## config.mk

```make
export PLATFORM = sky130hd
export DESIGN_NAME = banked_regfile
export DESIGN_NICKNAME = d
export VERILOG_FILES = /design/src/rtl/rf_pkg.sv /design/src/rtl/rf_map.sv /design/src/rtl/rf_pc.sv /design/src/rtl/rf_store.sv /design/src/rtl/banked_regfile.sv
export SDC_FILE = /design/constraint.sdc
export NUM_CORES = 2
export LEC_CHECK = 0
export BUFFER_PORTS_ARGS = -buffer_cell sky130_fd_sc_hd__buf_2
export CAP_MARGIN = 25
export CORE_MARGIN = 2
export CORE_UTILIZATION = 31
export CTS_CLUSTER_SIZE = 14
export DETAILED_ROUTE_END_ITERATION = 10
export GPL_ROUTABILITY_DRIVEN = 0
export PLACE_DENSITY = 0.44
export SETUP_SLACK_MARGIN = 0.4
export SLEW_MARGIN = 15
export SYNTH_ARGS = -nofsm -noshare
export SYNTH_HDL_FRONTEND = slang
export SYNTH_SLANG_ARGS = --single-unit
```

## constraint.sdc

```tcl
create_clock -name clk -period 19.6 [get_ports clk]
set_input_delay 4.9 -clock clk [delete_from_list [all_inputs] [get_ports clk]]
set_output_delay 4.9 -clock clk [all_outputs]
set_load 0.1 [all_outputs]
```

## src/rtl/rf_pkg.sv

```systemverilog
package rf_pkg;

    typedef enum logic [2:0] {
        M_USR = 3'd0,
        M_SYS = 3'd1,
        M_FIQ = 3'd2,
        M_IRQ = 3'd3,
        M_SVC = 3'd4,
        M_ABT = 3'd5,
        M_UND = 3'd6,
        M_RSV = 3'd7
    } mode_e;

    localparam int NIDX   = 16;
    localparam int IDX_W  = $clog2(NIDX);

    localparam logic [IDX_W-1:0] PC_IDX  = IDX_W'(15);
    localparam logic [IDX_W-1:0] LR_IDX  = IDX_W'(14);
    localparam logic [IDX_W-1:0] SP_IDX  = IDX_W'(13);
    localparam logic [IDX_W-1:0] FIQ_LO  = IDX_W'(8);

    // shared set holds indices 0..14
    localparam int FIQ_BASE   = int'(PC_IDX);
    localparam int NFIQ       = int'(LR_IDX) - int'(FIQ_LO) + 1;
    localparam int PAIR_BASE  = FIQ_BASE + NFIQ;
    localparam int NPAIRMODES = int'(M_UND) - int'(M_IRQ) + 1;
    localparam int NPHYS      = PAIR_BASE + 2 * NPAIRMODES;
    localparam int PW         = $clog2(NPHYS);

endpackage

```

## src/rtl/rf_map.sv

```systemverilog
module rf_map
    import rf_pkg::*;
(
    input  mode_e                mode,
    input  logic [IDX_W-1:0]     idx,
    output logic [PW-1:0]        phys
);

    always_comb begin
        phys = PW'(idx);
        unique case (mode)
            M_FIQ: begin
                if (idx >= FIQ_LO && idx <= LR_IDX)
                    phys = PW'(FIQ_BASE) + PW'(idx) - PW'(FIQ_LO);
            end
            M_IRQ, M_SVC, M_ABT, M_UND: begin
                if (idx == SP_IDX || idx == LR_IDX)
                    phys = PW'(PAIR_BASE)
                         + PW'({3'(mode - M_IRQ), 1'b0})
                         + PW'(idx - SP_IDX);
            end
            default: ;
        endcase
    end

endmodule

```

## src/rtl/rf_pc.sv

```systemverilog
module rf_pc #(
    parameter int               XLEN     = 32,
    parameter logic [XLEN-1:0]  RESET_PC = '0
) (
    input  logic            clk,
    input  logic            rst_n,
    input  logic            load,
    input  logic [XLEN-1:0] load_val,
    input  logic            adv,
    output logic [XLEN-1:0] pc
);

    localparam logic [XLEN-1:0] STEP = XLEN'(4);

    logic [XLEN-1:0] pc_q;
    logic [XLEN-1:0] pc_d;

    always_comb begin
        if (load)
            pc_d = {load_val[XLEN-1:2], 2'b00};
        else if (adv)
            pc_d = pc_q + STEP;
        else
            pc_d = pc_q;
    end

    always_ff @(posedge clk) begin
        if (!rst_n)
            pc_q <= {RESET_PC[XLEN-1:2], 2'b00};
        else
            pc_q <= pc_d;
    end

    assign pc = pc_q;

endmodule

```

## src/rtl/rf_store.sv

```systemverilog
module rf_store
    import rf_pkg::*;
#(
    parameter int XLEN = 32,
    parameter int NRD  = 2
) (
    input  logic                      clk,
    input  logic                      rst_n,
    input  logic                      wa_en,
    input  logic [PW-1:0]             wa_idx,
    input  logic [XLEN-1:0]           wa_data,
    input  logic                      wl_en,
    input  logic [PW-1:0]             wl_idx,
    input  logic [XLEN-1:0]           wl_data,
    input  logic [NRD-1:0][PW-1:0]    rd_idx,
    output logic [NRD-1:0][XLEN-1:0]  rd_data
);

    logic [XLEN-1:0] regs [NPHYS];

    // link port assigned last so it wins on a shared target
    always_ff @(posedge clk) begin
        if (!rst_n) begin
            for (int i = 0; i < NPHYS; i++)
                regs[i] <= '0;
        end else begin
            if (wa_en) regs[wa_idx] <= wa_data;
            if (wl_en) regs[wl_idx] <= wl_data;
        end
    end

    for (genvar p = 0; p < NRD; p++) begin : g_rd
        assign rd_data[p] = (rd_idx[p] < PW'(NPHYS)) ? regs[rd_idx[p]] : '0;
    end

endmodule

```

## src/rtl/banked_regfile.sv

```systemverilog
module banked_regfile
    import rf_pkg::*;
#(
    parameter int               XLEN     = 32,
    parameter logic [XLEN-1:0]  RESET_PC = '0
) (
    input  logic             clk,
    input  logic             rst_n,
    input  logic [2:0]       mode_i,
    input  logic [3:0]       ra_addr,
    output logic [XLEN-1:0]  ra_data,
    input  logic [3:0]       rb_addr,
    output logic [XLEN-1:0]  rb_data,
    input  logic             wr_en,
    input  logic [3:0]       wr_addr,
    input  logic [XLEN-1:0]  wr_data,
    input  logic             link_en,
    input  logic             fetch_adv,
    output logic [XLEN-1:0]  pc_o
);

    localparam int NRD   = 2;
    localparam int NMAP  = NRD + 2;
    localparam int P_WR  = NRD;
    localparam int P_LNK = NRD + 1;

    mode_e mode;
    assign mode = mode_e'(mode_i);

    logic [NMAP-1:0][IDX_W-1:0] log_idx;
    logic [NMAP-1:0][PW-1:0]    phy_idx;
    logic [NRD-1:0][XLEN-1:0]   st_rd;
    logic [XLEN-1:0]            pc_q;
    logic                       wr_pc;

    assign log_idx[0]     = ra_addr;
    assign log_idx[1]     = rb_addr;
    assign log_idx[P_WR]  = wr_addr;
    assign log_idx[P_LNK] = LR_IDX;

    for (genvar m = 0; m < NMAP; m++) begin : g_map
        rf_map u_map (
            .mode (mode),
            .idx  (log_idx[m]),
            .phys (phy_idx[m])
        );
    end

    assign wr_pc = wr_en && (wr_addr == PC_IDX);

    rf_pc #(.XLEN(XLEN), .RESET_PC(RESET_PC)) u_pc (
        .clk      (clk),
        .rst_n    (rst_n),
        .load     (wr_pc),
        .load_val (wr_data),
        .adv      (fetch_adv),
        .pc       (pc_q)
    );

    rf_store #(.XLEN(XLEN), .NRD(NRD)) u_store (
        .clk     (clk),
        .rst_n   (rst_n),
        .wa_en   (wr_en && !wr_pc),
        .wa_idx  (phy_idx[P_WR]),
        .wa_data (wr_data),
        .wl_en   (link_en),
        .wl_idx  (phy_idx[P_LNK]),
        .wl_data (pc_q + XLEN'(4)),
        .rd_idx  (phy_idx[NRD-1:0]),
        .rd_data (st_rd)
    );

    assign ra_data = (ra_addr == PC_IDX) ? pc_q : st_rd[0];
    assign rb_data = (rb_addr == PC_IDX) ? pc_q : st_rd[1];
    assign pc_o    = pc_q;

endmodule

```

==> run_results.csv <==
group,metric,value,unit
status,status,"completed",
yosys,synth_flop_cell,"edfxtp_1",
sta,finalMaxSlewViolations,0,
placement,postPlaceCellArea,65200,sq um
sta,tns,0,ns
worst_hold_path,hold_class,"flip-flop to flip-flop",
clock_network,cts_tree,"built",
grt,grt_pass1_wl,421000,microns
sta,fin_ws,2.89,ns
power,peakVddDrop,0.108,mV
power,p_clk_frac,0.366,
power,power_density,95.5,nW/um^2
floorplan,initial_core_util,0.312,
power,p_int,0.00429,W
yosys,synth-edff-count,960,
critical_path,required,14.70,ns
layout,fillCellCount,19800,
critical_path,crit_type,"primary input to primary output",
placement,placed_cells,8554,
routing,avgRoutedWirePerCell,34.6,microns
flow_run,cap_violations,0,
layout,layout-drive-gt1-share,0.129,
sta,rsz0062_at_grt,"false",
critical_path,crit_path_cell_trace,"buf_2, inv_1, ha_1, xor2_1, ha_1, fa_1, o311ai_0, nand2_4, buf_4, nor2_4, buf_4, a32oi_1, o21ai_0, a22oi_1, a32o_1, buf_2",
critical_path,start_kind,"primary input",
critical_path,cpPeakStageDelay,0.82,ns
clock_network,postCtsSetupBuffers,0,
grt,track_usage,0.292,
yosys,synth_area,61700,sq um
routing,drc,0,
critical_path,crit_slowest_cell,"nor2_4",
sta,fmax,0.0599,GHz
sta,setup_viol_count_final,0,
clock_network,clock_sinks,1054,
power,p_comb_frac,0.239,
grt,grt_max_degree,125,
layout,area_growth,12.6,%
clock_network,insertion_delay,0.80,ns
placement,port_buffers,145,
clock_network,clk_pin_slew_worst_paths,0.05,ns
clock_network,hold_buffers,0,
critical_path,cp_max_fo,33,
yosys,ys_ff_latch,1054,
floorplan,die-area,203000,sq um
routing,drt-total-wl,305000,microns
floorplan,rows,163,
yosys,yosys_warnings,0,
placement,place_ws,3.16,ns
power,seq_power_share,0.395,
floorplan,core-area,197000,sq um
power,p_leak,23.8,nW
grt,grt_pass1_vias,51000,
grt,antenna_found_initial,25,
layout,design.final.nets,6142,
routing,viasPerCell,6.16,
placement,hpwl,176000,microns
clock_network,clk_path_buf_depth,3,
yosys,synth_area_per_cell,9.85,sq um
routing,postRouteAntennaNets,0,
sta,relSlewSlack,0.107,
sta,hold_viol_final,0,
yosys,ys_async_sr_fraction,0,
clock_network,cts_buffers,131,
power,total_power,0.00663,W
power,p_sw,0.00234,W
yosys,synth_cells,6263,
floorplan,ios,148,
power,switching_share,0.353,
yosys,yosysSeqAreaShare,0.498,
yosys,synth_cell_types,73,
routing,first_pass_iters,6,
grt,gr-total-overflow,0,
floorplan,die_x,450,microns
sta,min_period,16.71,ns
sta,worst_pin_slew,1.34,ns
routing,num_vias,54200,
critical_path,arrival,11.81,ns
critical_path,end_kind,"primary output",
layout,instances_no_fill,8806,
floorplan,die_h,450,microns
clock_network,cts_resized,0,
layout,fin_area,69400,sq um
clock_network,clockRootBuffer,"clkbuf_16",
sta,fin_crit_sh,0.852,
sta,skew,0.0367,ns
routing,first_iter_violations,7375,
clock_network,cts.htree.levels,4,
[synth_stat cells, drive strengths merged (7+ instances only)]
cell type,count,share of area
a2111oi,29,0.0041
a211oi,18,0.0022
a21oi,326,0.027
a221oi,7,0.00099
a22o,17,0.0024
a22oi,56,0.0068
a311oi,11,0.0016
a31o,7,0.00099
a31oi,18,0.0019
a32o,59,0.0096
a32oi,57,0.0081
and2,522,0.053
and3,36,0.0037
buf,215,0.019
clkbuf,461,0.028
dfxtp,94,0.031
edfxtp,960,0.47
ha,34,0.0069
inv,23,0.0014
mux2i,82,0.013
mux4,149,0.054
nand2,1405,0.086
nand3,679,0.055
nand4,17,0.0017
nor2,152,0.0095
nor2b,11,0.0011
nor3,67,0.0054
o2111ai,13,0.0018
o211a,28,0.0045
o21ai,122,0.0099
o2bb2ai,435,0.062
or2,20,0.0020
xnor2,24,0.0034
xor2,36,0.0051
[sequential cells by signal (all words and copies together) (netlist names)]
register / count
u_store.regs: 1024
u_pc.pc: 30
[per-stage QoR]
| step | utilization | hold slack (ns) |
|---|---|---|
| 2_1_floorplan | - | 0.446 |
| 3_3_place_gp | 0.330 | 0.461 |
| 3_5_place_dp | 0.330 | 0.471 |
| 4_1_cts | 0.351 | 0.480 |
| 5_1_grt | 0.351 | 0.504 |
| 6_report | 0.352 | 0.478 |
[power groups by stage]
stage / Clock [W] / Sequential (W) / Combinational [W]
2_1_floorplan: 0 / 0.00266 / 0.000969
3_3_place_gp: 0 / 0.00266 / 0.00154
3_5_place_dp: 0 / 0.00266 / 0.00154
4_1_cts: 0.00246 / 0.00261 / 0.00154
5_1_grt: 0.00253 / 0.00263 / 0.00162
6_report: 0.00243 / 0.00262 / 0.00158
[area by class of cell]
class	instances	area (sq um)	share of cell area
well taps	2640	3300	0.0476
multi-input cells	4511	28800	0.415
repair buffers	332	2350	0.0338
diodes	11	27.5	0.000397
clock inverters	64	558	0.00804
clock buffers	171	3580	0.0515
flip-flops and latches	1054	30700	0.442
inverters	23	86.3	0.00124
[metal layers]
| metal | vias up | GRT usage | share of wire |
|---|---|---|---|
| met3 | 714 | 0.0577 | 0.098 |
| met2 | 3466 | 0.452 | 0.45 |
| li1 | 22500 | - | - |
| met4 | 10 | 0.151 | 0.056 |
| met1 | 27500 | 0.388 | 0.40 |
| met5 | - | 0 | 0.00020 |
[worst paths after layout]
path                                         start              endpoint  slack [ns]  depth (start not counted)
worst max register to register          u_pc.pc[2]  u_store.regs[11][28]       15.47                         12
worst min register to register  u_store.regs[8][0]    u_store.regs[8][0]        0.48                          2
worst min-delay path            u_store.regs[8][0]    u_store.regs[8][0]        0.48                          2
worst max-delay path                     mode_i[0]           ra_data[19]        2.89                         16
[cells in the final DEF, fill, tap and decap left out, drive strengths merged, types with 13 or more instances in the layout]
master	Yosys	final
and3	36	36
xor2	36	36
a22o	17	17
and2	522	522
a21oi	326	326
buf	215	330
nand3	679	679
a32oi	57	57
nand4	17	17
xnor2	24	24
a22oi	56	56
ha	34	34
clkinv	0	47
nand2	1405	1405
a31oi	18	18
a32o	59	59
o211a	28	28
mux4	149	149
dfxtp	94	94
or2	20	20
a2111oi	29	29
edfxtp	960	960
mux2i	82	82
a211oi	18	18
o2bb2ai	435	435
clkbuf	461	173
nor2	152	152
nor3	67	67
o2111ai	13	13
inv	23	29
o21ai	122	122
[cell families after synthesis]
group	Yosys count	synth area share
buffers and inverters	699	0.0484
AND/OR/NAND/NOR	2935	0.220
AO/OA/AOI/OAI	1244	0.149
other	1	0.0000608
multiplexers	233	0.0681
XOR/XNOR	60	0.00852
flip-flops	1054	0.498
adder cells (fa/ha/maj)	37	0.00787
[critical path: cells and delay by family]
kind,cells,cell delay [ns]
compound gates,5,1.73
xor+xnor,1,0.37
fa+ha+maj,3,1.22
buf+inv,5,2.01
simple gates,2,1.45
No activity file was read; power rests on OpenSTA's default activity.
